===== config.mk =====
export PLATFORM = sky130hd
export DESIGN_NAME = prescaled_timer16
export DESIGN_NICKNAME = d
export VERILOG_FILES = /design/src/rtl/timer16_pkg.sv /design/src/rtl/tmr_prescaler.sv /design/src/rtl/tmr_count_fsm.sv /design/src/rtl/prescaled_timer16.sv
export SDC_FILE = /design/constraint.sdc
export NUM_CORES = 1
export LEC_CHECK = 0
export BUFFER_PORTS_ARGS = -buffer_cell sky130_fd_sc_hd__buf_2
export CORE_MARGIN = 4
export CORE_UTILIZATION = 66
export DETAILED_ROUTE_END_ITERATION = 7
export PLACE_DENSITY_LB_ADDON = 0.2
export SLEW_MARGIN = 20
export SYNTH_ARGS = -nofsm -noshare
export SYNTH_HDL_FRONTEND = slang
export SYNTH_SLANG_ARGS = --single-unit

===== constraint.sdc =====
create_clock -name clk -period 5.3 [get_ports clk]
set_clock_uncertainty 0.15 [all_clocks]
set_input_delay 1.59 -clock clk [delete_from_list [all_inputs] [get_ports clk]]
set_output_delay 1.59 -clock clk [all_outputs]
set_load 0.01 [all_outputs]

===== src/rtl/timer16_pkg.sv =====
package timer16_pkg;

    typedef enum logic [1:0] {
        MD_HOLD = 2'b00,
        MD_FREE = 2'b01,
        MD_MOD  = 2'b10,
        MD_TRI  = 2'b11
    } tmode_e;

    typedef enum logic [1:0] {
        ST_HOLD,
        ST_UP,
        ST_DOWN
    } tstate_e;

    localparam logic [7:0] A_MASK   = 8'hD9;
    localparam logic [7:0] A_CMP_LO = 8'hDA;
    localparam logic [7:0] A_CMP_HI = 8'hDB;
    localparam logic [7:0] A_CNT_LO = 8'hE2;
    localparam logic [7:0] A_CNT_HI = 8'hE3;
    localparam logic [7:0] A_CTRL   = 8'hE4;

    // shift amounts of the four prescale divisors (1, 8, 32, 128)
    localparam int SH_DIV1 = 3;
    localparam int SH_DIV2 = 5;
    localparam int SH_DIV3 = 7;

endpackage


===== src/rtl/tmr_prescaler.sv =====
module tmr_prescaler
    import timer16_pkg::*;
#(
    parameter int PW = SH_DIV3
) (
    input  logic       clk,
    input  logic       rst_n,
    input  logic       tick,
    input  logic       hold,
    input  logic [1:0] div,
    output logic       step
);

    logic [PW-1:0] pcnt;
    logic [PW-1:0] limit;
    logic [1:0]    div_seen;
    logic          restart;

    always_comb begin
        unique case (div)
            2'd0:    limit = '0;
            2'd1:    limit = PW'((1 << SH_DIV1) - 1);
            2'd2:    limit = PW'((1 << SH_DIV2) - 1);
            default: limit = PW'((1 << SH_DIV3) - 1);
        endcase
    end

    assign restart = hold || (div != div_seen);
    assign step    = tick && !restart && (pcnt == limit);

    always_ff @(posedge clk or negedge rst_n) begin
        if (!rst_n) begin
            pcnt     <= '0;
            div_seen <= 2'd0;
        end else begin
            div_seen <= div;
            if (restart)
                pcnt <= '0;
            else if (tick)
                pcnt <= (pcnt == limit) ? '0 : pcnt + PW'(1);
        end
    end

    // any divisor above 1 can never give advances on back-to-back cycles
    p_spacing_r1: assert property (@(posedge clk) disable iff (!rst_n)
        (step && div != 2'd0) |=> !step);

endmodule


===== src/rtl/tmr_count_fsm.sv =====
module tmr_count_fsm
    import timer16_pkg::*;
#(
    parameter int W = 16
) (
    input  logic         clk,
    input  logic         rst_n,
    input  logic         step,
    input  logic         clr,
    input  tmode_e       mode,
    input  logic [W-1:0] cmp,
    output logic [W-1:0] cnt,
    output logic         ovf_evt
);

    tstate_e      st, st_n;
    logic [W-1:0] cnt_n;

    // state and count registers
    always_ff @(posedge clk or negedge rst_n) begin
        if (!rst_n) begin
            st  <= ST_HOLD;
            cnt <= '0;
        end else begin
            st  <= st_n;
            cnt <= cnt_n;
        end
    end

    // next state, next count and the overflow event
    always_comb begin
        st_n    = st;
        cnt_n   = cnt;
        ovf_evt = 1'b0;
        if (clr) begin
            cnt_n = '0;
            st_n  = (mode == MD_HOLD) ? ST_HOLD : ST_UP;
        end else if (mode == MD_HOLD) begin
            st_n = ST_HOLD;
        end else begin
            unique case (st)
                ST_HOLD, ST_UP: begin
                    st_n = ST_UP;
                    if (step) begin
                        unique case (mode)
                            MD_FREE: begin
                                cnt_n   = cnt + W'(1);
                                ovf_evt = (cnt_n == '1);
                            end
                            MD_MOD: begin
                                cnt_n   = (cnt >= cmp) ? '0 : cnt + W'(1);
                                ovf_evt = (cnt_n == cmp);
                            end
                            default: begin
                                if (cnt >= cmp && cnt != '0) begin
                                    cnt_n   = cnt - W'(1);
                                    st_n    = ST_DOWN;
                                    ovf_evt = (cnt_n == '0);
                                end else if (cnt < cmp) begin
                                    cnt_n = cnt + W'(1);
                                end
                            end
                        endcase
                    end
                end
                ST_DOWN: begin
                    if (mode != MD_TRI) begin
                        st_n = ST_UP;
                    end else if (step) begin
                        if (cnt == '0) begin
                            cnt_n = W'(1);
                            st_n  = ST_UP;
                        end else begin
                            cnt_n   = cnt - W'(1);
                            ovf_evt = (cnt_n == '0);
                        end
                    end
                end
                default: st_n = ST_HOLD;
            endcase
        end
    end

    p_hold_r2: assert property (@(posedge clk) disable iff (!rst_n)
        (mode == MD_HOLD && !clr) |=> $stable(cnt));

    p_clear_r7: assert property (@(posedge clk) disable iff (!rst_n)
        clr |=> (cnt == '0));

    p_mod_bound_r4: assert property (@(posedge clk) disable iff (!rst_n)
        (mode == MD_MOD && cnt <= cmp) |=> (cnt <= $past(cmp)));

    p_tri_zero_r5: assert property (@(posedge clk) disable iff (!rst_n)
        (ovf_evt && mode == MD_TRI) |=> (cnt == '0));

endmodule


===== src/rtl/prescaled_timer16.sv =====
module prescaled_timer16
    import timer16_pkg::*;
#(
    parameter int DW = 8,
    parameter int NCH = 3
) (
    input  logic          clk,
    input  logic          rst_n,
    input  logic          tick,
    input  logic [7:0]    bus_addr,
    input  logic          bus_wr,
    input  logic [DW-1:0] bus_wdata,
    input  logic          bus_rd,
    output logic [DW-1:0] bus_rdata,
    input  logic [NCH-1:0] ch_evt,
    output logic          irq
);

    localparam int W  = 2 * DW;
    localparam int NF = NCH + 1;

    tmode_e        mode_q;
    logic [1:0]    div_q;
    logic [NF-1:0] flag_q;     // [0] overflow, [NF-1:1] channels
    logic [NF-1:0] flag_set;
    logic          mask_q;
    logic [W-1:0]  cmp_q;
    logic [DW-1:0] hi_buf;
    logic [W-1:0]  cnt;
    logic          step, ovf_evt;
    logic          wr_ctrl, wr_clr, rd_lo;

    assign wr_ctrl  = bus_wr && bus_addr == A_CTRL;
    assign wr_clr   = bus_wr && bus_addr == A_CNT_LO;
    assign rd_lo    = bus_rd && bus_addr == A_CNT_LO;
    assign flag_set = {ch_evt, ovf_evt};

    tmr_prescaler #(.PW(SH_DIV3)) u_pre (
        .clk   (clk),
        .rst_n (rst_n),
        .tick  (tick),
        .hold  (mode_q == MD_HOLD),
        .div   (div_q),
        .step  (step)
    );

    tmr_count_fsm #(.W(W)) u_cnt (
        .clk     (clk),
        .rst_n   (rst_n),
        .step    (step),
        .clr     (wr_clr),
        .mode    (mode_q),
        .cmp     (cmp_q),
        .cnt     (cnt),
        .ovf_evt (ovf_evt)
    );

    always_ff @(posedge clk or negedge rst_n) begin
        if (!rst_n) begin
            mode_q <= MD_HOLD;
            div_q  <= 2'd0;
            mask_q <= 1'b1;
            cmp_q  <= '0;
            hi_buf <= '0;
        end else begin
            if (wr_ctrl) begin
                mode_q <= tmode_e'(bus_wdata[1:0]);
                div_q  <= bus_wdata[3:2];
            end
            if (bus_wr && bus_addr == A_MASK)   mask_q <= bus_wdata[0];
            if (bus_wr && bus_addr == A_CMP_LO) cmp_q[DW-1:0] <= bus_wdata;
            if (bus_wr && bus_addr == A_CMP_HI) cmp_q[W-1:DW] <= bus_wdata;
            if (rd_lo) hi_buf <= cnt[W-1:DW];
        end
    end

    // write-zero-to-clear flags; a hardware set in the same cycle wins
    for (genvar i = 0; i < NF; i++) begin : g_flag
        always_ff @(posedge clk or negedge rst_n) begin
            if (!rst_n)
                flag_q[i] <= 1'b0;
            else
                flag_q[i] <= (wr_ctrl ? (flag_q[i] & bus_wdata[4+i]) : flag_q[i])
                             | flag_set[i];
        end
    end

    always_comb begin
        unique case (bus_addr)
            A_CNT_LO: bus_rdata = cnt[DW-1:0];
            A_CNT_HI: bus_rdata = hi_buf;
            A_CTRL:   bus_rdata = {flag_q[NF-1:1], flag_q[0], div_q, mode_q};
            A_CMP_LO: bus_rdata = cmp_q[DW-1:0];
            A_CMP_HI: bus_rdata = cmp_q[W-1:DW];
            A_MASK:   bus_rdata = {{(DW-1){1'b0}}, mask_q};
            default:  bus_rdata = '0;
        endcase
    end

    assign irq = flag_q[0] & mask_q;

    p_ovf_set_r8: assert property (@(posedge clk) disable iff (!rst_n)
        ovf_evt |=> flag_q[0]);

    p_write_one_r8: assert property (@(posedge clk) disable iff (!rst_n)
        (wr_ctrl && bus_wdata[4] && !ovf_evt) |=> (flag_q[0] == $past(flag_q[0])));

    p_hi_latch_r6: assert property (@(posedge clk) disable iff (!rst_n)
        rd_lo |=> (hi_buf == $past(cnt[W-1:DW])));

    p_chan_set_r11: assert property (@(posedge clk) disable iff (!rst_n)
        ch_evt[0] |=> flag_q[1]);

endmodule


* Word level (Yosys, flattened, before mapping)
Cells that the tools add are included.
** Cells by class
- Magnitude comparators :: 2
- Equal/unequal tests :: 24
- Mux-type cells :: 39
- $add $sub $neg :: 3
- Bitwise operators :: 9
- Reductions and logical operators :: 23
** Operator list (count)
- $mux 16 :: 9
- $pmux 16 s2 :: 2
- $eq 8x8->1 const B :: 6
- $pmux 8 s6 :: 1
- $logic_not 16->1 :: 2
- $mux 7 :: 3
- $pmux 7 s3 :: 1
- $add 16x1->16 const B :: 1
- $eq 16x16->1 :: 1
- $eq 16x16->1 const B :: 1
- $ge 16x16->1 :: 1
- $lt 16x16->1 :: 1
- $mux 2 :: 8
- $reduce_bool 16->1 :: 1
- $sub 16x1->16 const B :: 1
- $mux 1 :: 12
- $logic_and 1x1->1 :: 9
- $ne 3x2->1 const B :: 3
- $add 7x1->7 const B :: 1
- $eq 7x7->1 :: 1
- $eq 2x1->1 const B :: 3
- $eq 2x2->1 const B :: 3
- $logic_not 2->1 :: 3
- $ne 6x3->1 const B :: 1
- 16 further kinds :: 25
** Word-level totals
- Bits of input ports :: 24
- Output and inout port bits :: 9
- Logic and storage cells :: 114
- Register bits after elaboration :: 60

* Depth between registers and ports, before layout
Gate-level depths: netlist (run 1).
- Word-level depth :: 11
- Mapped depth :: 13
- Gate-level depth less buffers :: 10

* Modules after synthesis
From an unflattened synthesis (run 1), not the netlist that was laid out.
** Second synthesis, totals
- Cell total of the unflattened synthesis :: 599
- Area total of the unflattened synthesis :: 5127.4 µm²
** By module, submodules not included
- tmr_count_fsm :: times used 1, cells an instance 403, seq. area each 450.4 µm², area each 2886.5 µm²
- prescaled_timer16 :: times used 1, cells an instance 141, seq. area each 827.0 µm², area each 1714.1 µm²
- tmr_prescaler :: times used 1, cells an instance 55, seq. area each 225.2 µm², area each 526.8 µm²

* Worst setup path before layout (run 1)
Ideal clock, no wire load.
- Path kind :: input to output
- From :: input bus_addr[6]
- To :: output bus_rdata[0]
- Data arrival time :: 2.823 ns
- Buffers on the path :: 0
- Cell stages on the path :: 5
- Required time :: 3.560 ns
- Setup slack :: 0.737 ns
- Cell sequence :: nand2_1 > or3_1 > nor3_1 > a222oi_1 > nand2_1
** On the way
- Word-level cells in the longest chain between the ends :: 2
- Elaborated cells on any way between the ends :: 7
- Those cells by class :: eq/ne (6); mux (1)
** Ends and longest elaborated chain
- start: declaration :: line prescaled_timer16.sv:10 : input logic [7:0] bus_addr,
- $eq 8x8->1 :: line prescaled_timer16.sv:89 : unique case (bus_addr)
- $pmux 8 s6 * :: line prescaled_timer16.sv:89
- end: declaration :: line prescaled_timer16.sv:14 : output logic [DW-1:0] bus_rdata,
Mark *: on every way between the ends. The rest lies on a longest branch, timed or not.

* Worst setup path after layout (run 1)
- From :: input bus_addr[3]
- To :: output bus_rdata[5]
Same word-level chain as after synthesis.

==> results.sh, run 1 <==
export IMPL_outcome="complete, no violations"
export IMPL_io_pins=33
export IMPL_start_util=0.683
export IMPL_setup_violations=0
export IMPL_power_per_cell_area_mw_per_mm2=482
export IMPL_dp_final_hpwl_um=11500
export IMPL_required_ps=3560
export IMPL_met2_usage=0.558
export IMPL_syn2layout_area_growth_pct=8.47
export IMPL_drc=0
export IMPL_first_pass_iters=7
export IMPL_combPwrFrac=0.573
export IMPL_nNetsFinal=658
export IMPL_layout_drive_gt1_share=0.173
export IMPL_hold_viol=0
export IMPL_max_freq_ghz=0.204
export IMPL_cp_startpoint="bus_addr[3]"
export IMPL_ys_flop_type="dfrtp_1"
export IMPL_gr_total_overflow=0
export IMPL_arrival_ps=3170
export IMPL_cts_buffer_depth=2
export IMPL_endpoint="bus_rdata[5]"
export IMPL_die_y_um=94.6
export IMPL_met1_usage=0.470
export IMPL_pwr_share_seq=0.253
export IMPL_vdd_drop_max_mv=0.346
export IMPL_multi_input_area_mm2=0.00319
export IMPL_grt_busiest_layer="met2"
export IMPL_finalNonFillerCells=713
export IMPL_antenna_found_initial=1
export IMPL_synth_common_cells="nand2_1, dfrtp_1, o21ai_0"
export IMPL_path_clk_slew_ps=80
export IMPL_synth_most_common_cell="nand2_1"
export IMPL_place_inst=697
export IMPL_grt_pass1_vias=4811
export IMPL_vias_per_cell=7.10
export IMPL_reg2reg_from="u_cnt.cnt[13]"
export IMPL_grt_pass1_wl_um=24600
export IMPL_critical_path_peak_fanout=8
export IMPL_leakage_uw=0.00224
export IMPL_maxCapViolCount=0
export IMPL_max_slew_worst_pin_slew_ps=1060
export IMPL_cts_root_buffer="clkbuf_8"
export IMPL_via_count=5059
export IMPL_grt_use_met3=0.0932
export IMPL_p_switching_uw=1280
export IMPL_ys_async_sr_fraction=1.00
export IMPL_place_gp_congestion=1.00
export IMPL_synthCells=586
export IMPL_wl_per_cell_um=21.8
export IMPL_rr_worst_depth=10
export IMPL_swShare=0.496
export IMPL_grt_max_degree=38
export IMPL_p_int_uw=1300
export IMPL_p_clk_frac=0.174
export IMPL_syn_area_mm2=0.00495
export IMPL_die_area_mm2=0.00895
export IMPL_fp_row_count=31
export IMPL_cts_sinks=60
export IMPL_clock_latency_ps=360
export IMPL_drt_iter0_drc=706
export IMPL_avgSynthCellArea_um2=8.45
export IMPL_fp_coreArea_mm2=0.00725
export IMPL_syn_nets=635
export IMPL_cts_made_buffers=9
export IMPL_wirelength_um=15600
export IMPL_critical_path_class="input pin to output port"
export IMPL_port_buffers=32
export IMPL_cts_tree="done"
export IMPL_finalMaxSlewViolations=0
export IMPL_rsz0062_at_grt="false"
export IMPL_ff_latch_area_mm2=0.00150
export IMPL_regToRegSetupSlack_ps=1180
export IMPL_cts_htree_levels=3
export IMPL_die_w_um=94.6
export IMPL_post_route_period_util=0.926
export IMPL_hold_class="register to register"
export IMPL_nFillCells=555
export IMPL_relSlewSlack=0.286
export IMPL_cts_setup_buffers=0
export IMPL_worst_setup_path_start_kind="input pin"
export IMPL_place_area_mm2=0.00516
export IMPL_fin_area_mm2=0.00537
export IMPL_grtUsageTotal=0.358
export IMPL_synth_area_leaders="dfrtp_1, mux2_2, ha_1"
export IMPL_synth_area_leader_cell="dfrtp_1"
export IMPL_yosys_warnings=0
export IMPL_synth_top_area_share=0.298
export IMPL_seq_area_frac_synth=0.304
export IMPL_ys_ff_latch=60
export IMPL_antenna_left=0
export IMPL_setup_tns_ps=0
export IMPL_timing_final_crit_period_ps=4910
export IMPL_holdBufCountCts=0
export IMPL_post_route_util=0.740
export IMPL_end_kind="output port"
export IMPL_r2r_end="flag_q[0]"
export IMPL_synth_edf_count=0
export IMPL_cts_resized=0
export IMPL_ys_types=70
export IMPL_fin_total_pwr_uw=2590
export IMPL_num_antenna_cells=0
==> placed cells by master (no fill, tap or decap), types with 4 or more instances in the layout <==
| master | netlist | routed |
|---|---|---|
| a211oi_1 | 6 | 6 |
| a21oi_1 | 26 | 26 |
| a22oi_1 | 16 | 16 |
| a31oi_1 | 10 | 10 |
| and2_1 | 4 | 4 |
| and3_1 | 6 | 6 |
| buf_2 | 8 | 32 |
| buf_4 | 0 | 10 |
| clkbuf_8 | 0 | 9 |
| dfrtp_1 | 59 | 59 |
| ha_1 | 25 | 25 |
| inv_1 | 29 | 29 |
| mux2_2 | 30 | 30 |
| nand2_1 | 62 | 62 |
| nand2b_1 | 9 | 9 |
| nand3_1 | 27 | 27 |
| nand3b_1 | 4 | 4 |
| nand4_1 | 10 | 10 |
| nor2_1 | 32 | 32 |
| nor3_1 | 25 | 25 |
| nor4_1 | 11 | 11 |
| o21a_1 | 4 | 4 |
| o21ai_0 | 46 | 46 |
| o22ai_1 | 4 | 4 |
| o31ai_1 | 5 | 5 |
| or3_1 | 10 | 10 |
| or4_1 | 4 | 4 |
| xnor2_1 | 26 | 26 |
| xor2_1 | 7 | 7 |
==> metal layers <==
metal	vias up	wire length [µm]
li1	2225	-
met1	2402	6010
met2	354	6960
met3	76	1940
met4	2	647
met5	-	14
==> critical path: stages <==
cell and delay (ps):
buf_2 100, nand4b_1 210, or2_2 320, nor2_1 490, a22oi_1 200, nand3_1 110, buf_2 140
==> per-stage QoR <==
| step | worst slack (ps) | hold slack (ps) |
|---|---|---|
| after global routing | 337 | 380 |
| after global placement | 515 | 334 |
| final | 392 | 362 |
| after detailed placement | 445 | 331 |
| after CTS | 443 | 354 |
| after floorplan | 737 | 202 |
==> worst min path at each step <==
stage	cells after the start	from	slack (ps)	end
finish	2	hi_buf[3]	360	hi_buf[3]
global route	2	hi_buf[3]	380	hi_buf[3]
CTS	2	hi_buf[3]	350	hi_buf[3]
detailed placement	2	hi_buf[3]	330	hi_buf[3]
global placement	2	hi_buf[3]	330	hi_buf[3]
floorplan	0	div_q[1]	200	u_pre.div_seen[1]
==> sequential cells by signal, indices dropped and copies added, names as in the netlist, 4 cells and up <==
register,cells
cmp_q,16
hi_buf,8
u_pre.pcnt,7
u_cnt.cnt,16
flag_q,4
==> area by class of cell <==
type / instances / area share
clock inverter: 7 / 0.0151
inverter: 29 / 0.0203
tap: 99 / 0.0231
clock buffer: 9 / 0.0231
timing repair buffer: 42 / 0.0438
sequential: 60 / 0.280
multi-input combinational: 467 / 0.595
==> power groups by stage <==
stage | Combinational [µW] | Sequential, µW | Clock [µW]
detailed placement | 1410 | 656 | 0
CTS | 1420 | 648 | 447
global route | 1580 | 661 | 469
floorplan | 1120 | 569 | 0
global placement | 1380 | 653 | 0
finish | 1480 | 655 | 449
==> kinds of logic (layout without fill, tap and decap cells) <==
logic type	Yosys count	after routing	share of synthesized area
and+or+nand+nor	226	226	0.245
buffers and inverters	59	87	0.0513
muxes	32	32	0.0733
AOI/OAI and AO/OA	150	150	0.200
DFF	60	60	0.304
xor gates and xnor gates	34	34	0.0629
adders and majority gates	25	25	0.0632
Power figures use the tool's default switching activity.
==> run 2: changes to the inputs <==
- GPL_TIMING_DRIVEN: unset -> 0
==> run 2 against run 1 <==
Combinational power grew 11%. Global-route usage is 4.7 points higher. Worst hold slack lost 120 ps. Cell area is 1.5% higher. Sequential power decreased by 9.0%. Power increased by 5.9%. Die area is the same. Via count increased by 3.1%. Clock-buffer cell count stayed put. Flip-flop and latch count did not move. First-iteration DRC count up 2.7%. Largest cell class unchanged.
==> results.sh, run 2 (synthesis gave the netlist of run 1 again) <==
export IMPL_required_ps=3560
export IMPL_max_slew_worst_pin_slew_ps=1350
export IMPL_via_count=5215
export IMPL_port_buffers=30
export IMPL_power_per_cell_area_mw_per_mm2=503
export IMPL_cts_sinks=60
export IMPL_cts_tree="done"
export IMPL_holdBufCountCts=0
export IMPL_cp_num_buf_inv=2
export IMPL_critical_path_class="input pin to output port"
export IMPL_grt_pass1_vias=5130
export IMPL_post_route_period_util=0.978
export IMPL_swShare=0.503
export IMPL_nFillCells=535
export IMPL_max_freq_ghz=0.193
export IMPL_p_switching_uw=1380
export IMPL_outcome="complete, no violations"
export IMPL_path_cells="buf_2, nand2_1, or3_1, nor3_1, a22oi_1, nand3_1, buf_2"
export IMPL_end_kind="output port"
export IMPL_place_gp_congestion=1.05
export IMPL_gr_total_overflow=0
export IMPL_worst_setup_path_start_kind="input pin"
export IMPL_start_util=0.683
export IMPL_highest_layer="met4"
export IMPL_timing_final_crit_period_ps=5180
export IMPL_cts_root_buffer="clkbuf_8"
export IMPL_cts_made_buffers=9
export IMPL_fp_row_count=31
export IMPL_die_area_mm2=0.00895
export IMPL_arrival_ps=3440
export IMPL_setup_tns_ps=0
export IMPL_vdd_drop_max_mv=0.451
export IMPL_path_delay_family="simple AND/OR/NAND/NOR gates"
export IMPL_rsz0062_at_grt="false"
export IMPL_path_clk_slew_ps=80
export IMPL_num_antenna_cells=0
export IMPL_critical_path_peak_fanout=9
export IMPL_relSlewSlack=0.0884
export IMPL_final_cell_mix="nand2_1, dfrtp_1, o21ai_0, buf_2, nor2_1"
export IMPL_p_int_uw=1360
export IMPL_die_w_um=94.6
export IMPL_critPathMaxStageDelay_ps=830
export IMPL_wl_met2_um=7630
export IMPL_io_pins=33
export IMPL_nNetsFinal=676
export IMPL_cts_htree_levels=3
export IMPL_wl_per_cell_um=23.7
export IMPL_wirelength_um=17300
export IMPL_antenna_left=0
export IMPL_dp_final_hpwl_um=12800
export IMPL_hold_class="register to register"
export IMPL_setup_violations=0
export IMPL_combPwrFrac=0.602
export IMPL_cts_resized=0
export IMPL_final_common_cell="nand2_1"
export IMPL_maxCapViolCount=0
export IMPL_die_y_um=94.6
export IMPL_first_pass_iters=6
export IMPL_grtUsageTotal=0.405
export IMPL_place_inst=715
export IMPL_hold_viol=0
export IMPL_clock_latency_ps=370
export IMPL_pwr_share_seq=0.217
export IMPL_timing_hold_ws_ps=240
export IMPL_finalNonFillerCells=731
export IMPL_reg_top3="cmp_q: 16 flops, u_cnt.cnt: 16 flops, hi_buf: 8 flops"
export IMPL_drc=0
export IMPL_cp_slowest_cell="nor3_1"
export IMPL_fp_coreArea_mm2=0.00725
export IMPL_antenna_found_initial=0
export IMPL_drt_iter0_drc=725
export IMPL_vias_per_cell=7.13
export IMPL_grt_max_degree=61
export IMPL_wirelength_met1_um=6280
export IMPL_layout_drive_gt1_share=0.166
export IMPL_cts_buffer_depth=2
export IMPL_route_met3_wl_um=2480
export IMPL_cpMostUsedCell="buf_2"
export IMPL_leakage_uw=0.00226
export IMPL_syn2layout_area_growth_pct=10.1
export IMPL_regToRegSetupSlack_ps=880
export IMPL_finalMaxSlewViolations=0
export IMPL_grt_pass1_wl_um=27400
export IMPL_cts_setup_buffers=0
export IMPL_p_clk_frac=0.180
==> run 2: worst reg2reg max path: stages (launching register included) <==
cell and delay, ps:
dfrtp_1 420, clkbuf_1 280, inv_1 270, ha_1 300
or3b_4 430, or4_4 430, buf_6 160, nor4_1 1080
or3_1 220, a21oi_1 80, a2111oi_2 360, nor2_1 100
==> run 2: power groups by stage <==
stage	Sequential, µW	Combinational, µW	Clock [µW]
6_report	596	1650	494
5_1_grt	601	1750	508
4_1_cts	591	1570	490
3_5_place_dp	599	1560	0
3_3_place_gp	599	1530	0
2_1_floorplan	569	1120	0
==> run 2: cell type report <==
cell class / instances / area, µm² / share of cell area
multi-input combinational: 467 / 3190 / 0.586
sequential: 60 / 1500 / 0.276
timing repair buffer: 30 / 153 / 0.0280
buffer: 30 / 145 / 0.0266
clock buffer: 9 / 124 / 0.0227
tap: 99 / 124 / 0.0227
inverter: 29 / 109 / 0.0200
clock inverter: 7 / 100 / 0.0184
==> run 2: path summary, 6_finish.rpt <==
path / endpoint / depth (start not counted) / from
setup reg to reg: u_cnt.cnt[8] / 11 / u_cnt.cnt[0]
min in group asynchronous: u_cnt.cnt[14] / 1 / rst_n
hold reg to reg: u_pre.div_seen[1] / 0 / div_q[1]
hold / removal: u_pre.div_seen[1] / 0 / div_q[1]
max in group asynchronous: cmp_q[15] / 1 / rst_n
setup / recovery: bus_rdata[4] / 7 / bus_addr[7]
==> run 2: per-stage QoR <==
stage / power (µW) / instance area (µm²) / utilization / setup WS, ps
floorplan: 1690 / 4950 / - / 737
global placement: 2130 / 5230 / 0.720 / 257
detailed placement: 2160 / 5230 / 0.721 / 219
CTS: 2650 / 5450 / 0.752 / 220
global route: 2860 / 5450 / 0.752 / 47.0
finish: 2740 / 5450 / 0.752 / 118
==> run 2: per-layer routing <==
metal | global-route usage | vias up
li1 | - | 2257
met1 | 0.506 | 2373
met2 | 0.621 | 472
met3 | 0.147 | 113
met4 | 0.194 | 0
met5 | 0 | -
==> run 3: changes to the inputs <==
- CELL_PAD_IN_SITES_DETAIL_PLACEMENT: unset -> 1
- CELL_PAD_IN_SITES_GLOBAL_PLACEMENT: unset -> 1
- CORE_UTILIZATION: 66 -> 51
- MAX_ROUTING_LAYER: unset -> met4
==> run 3 against run 2 <==
Setup slack improved by 200 ps. Cell area barely moved. Utilization fell by 17 points. Sequential share of layout area barely moved. Combinational power barely moved. Register-to-register slack improved by 260 ps. Critical endpoint is now bus_rdata[5].
==> results.sh, run 3 (synthesis gave the netlist of run 1 again) <==
export IMPL_finalNonFillerCells=762
export IMPL_hold_viol=0
export IMPL_wl_per_cell_um=24.9
export IMPL_final_cell_mix="nand2_1, dfrtp_1, o21ai_0, buf_2, nor2_1"
export IMPL_grtUsageTotal=0.362
export IMPL_outcome="complete, no violations"
export IMPL_min_delay_start="div_q[1]"
export IMPL_die_y_um=107
export IMPL_cts_tree="done"
export IMPL_vdd_drop_max_mv=0.316
export IMPL_antenna_found_initial=1
export IMPL_hold_end="u_pre.div_seen[1]"
export IMPL_cts_buffer_depth=2
export IMPL_drc=0
export IMPL_power_per_cell_area_mw_per_mm2=487
export IMPL_setup_violations=0
export IMPL_clock_latency_ps=360
export IMPL_via_count=5076
export IMPL_fp_coreArea_mm2=0.00933
export IMPL_regToRegSetupSlack_ps=1140
export IMPL_setup_tns_ps=0
export IMPL_post_route_util=0.585
export IMPL_final_common_cell="nand2_1"
export IMPL_cts_root_buffer="clkbuf_8"
export IMPL_io_pins=33
export IMPL_leakage_uw=0.00225
export IMPL_fp_row_count=35
export IMPL_hold_class="register to register"
export IMPL_arrival_ps=3240
export IMPL_start_util=0.531
export IMPL_wirelength_um=19000
export IMPL_nNetsFinal=676
export IMPL_hold_path_cell_count=0
export IMPL_end_kind="output port"
export IMPL_drt_iter0_drc=535
export IMPL_reg2reg_from="u_cnt.cnt[0]"
export IMPL_critical_path_peak_fanout=9
export IMPL_place_inst=745
export IMPL_grt_pass1_wl_um=30600
export IMPL_cts_sinks=60
export IMPL_cts_htree_levels=3
export IMPL_layout_drive_gt1_share=0.166
export IMPL_port_buffers=30
export IMPL_place_gp_congestion=0.993
export IMPL_timing_final_crit_period_ps=4980
export IMPL_post_route_period_util=0.940
export IMPL_finalMaxSlewViolations=0
export IMPL_vias_per_cell=6.66
export IMPL_maxCapViolCount=0
export IMPL_cts_resized=0
export IMPL_max_freq_ghz=0.201
export IMPL_syn2layout_area_growth_pct=10.1
export IMPL_holdBufCountCts=0
export IMPL_dp_final_hpwl_um=14400
export IMPL_max_slew_worst_pin_slew_ps=1160
export IMPL_reg_top3="cmp_q: 16 flops, u_cnt.cnt: 16 flops, hi_buf: 8 flops"
export IMPL_die_area_mm2=0.0113
export IMPL_critical_path_class="input pin to output port"
export IMPL_die_w_um=107
export IMPL_rsz0062_at_grt="false"
export IMPL_first_pass_iters=5
export IMPL_antenna_left=0
export IMPL_worst_setup_path_start_kind="input pin"
export IMPL_gr_total_overflow=0
export IMPL_cts_setup_buffers=0
export IMPL_cts_made_buffers=9
export IMPL_path_clk_slew_ps=70
export IMPL_required_ps=3560
export IMPL_grt_max_degree=61
export IMPL_grt_pass1_vias=5486
export IMPL_rr_worst_depth=11
export IMPL_r2r_end="u_cnt.cnt[8]"
export IMPL_relSlewSlack=0.221
[run 3: worst max-delay path: stages]
cell,delay (ps)
buf_2,100
nand4b_1,220
nor4_2,850
a22oi_1,190
nand3_1,150
buf_2,140
[run 3: area by class of cell]
type	instances	area (µm²)
diodes	1	2.50
plain buffers	30	145
clock buffers	12	155
clock inverters	4	25.0
fillers	1191	3870
inverters	29	109
multi-input cells	467	3200
flip-flops and latches	60	1500
well taps	129	161
repair buffers	30	153
[run 3: per-stage QoR]
stage / setup slack (ps) / power, µW / cell area, µm² / hold WS [ps]
2_1_floorplan: 737 / 1690 / 4950 / 202
3_3_place_gp: 239 / 2140 / 5260 / 206
3_5_place_dp: 163 / 2190 / 5270 / 215
4_1_cts: 155 / 2600 / 5450 / 231
5_1_grt: 181 / 2810 / 5450 / 253
6_report: 319 / 2660 / 5450 / 230
[run 3: report_power, final]
group          switching, µW  total [µW]  internal, µW
logic                   1080        1660           577
clock network            205         399           194
registers               79.2         597           518
total                   1370        2660          1290
[run 3: how the worst max path moves through the flow]
stage                startpoint            to  slack (ps)
floorplan           bus_addr[6]  bus_rdata[0]         740
global placement    bus_addr[4]  bus_rdata[0]         240
detailed placement  bus_addr[6]  bus_rdata[0]         160
CTS                 bus_addr[6]  bus_rdata[0]         150
global route        bus_addr[3]  bus_rdata[5]         180
finish              bus_addr[3]  bus_rdata[5]         320
[run 3: per-layer routing]
metal  track usage  vias up  share of wire  routed length, µm
li1              -     2256              -                  -
met1         0.454     2482           0.42               7880
met2         0.551      266           0.46               8720
met3        0.0789       72          0.084               1600
met4         0.189        0          0.041                777
met5             -        -              0                  0
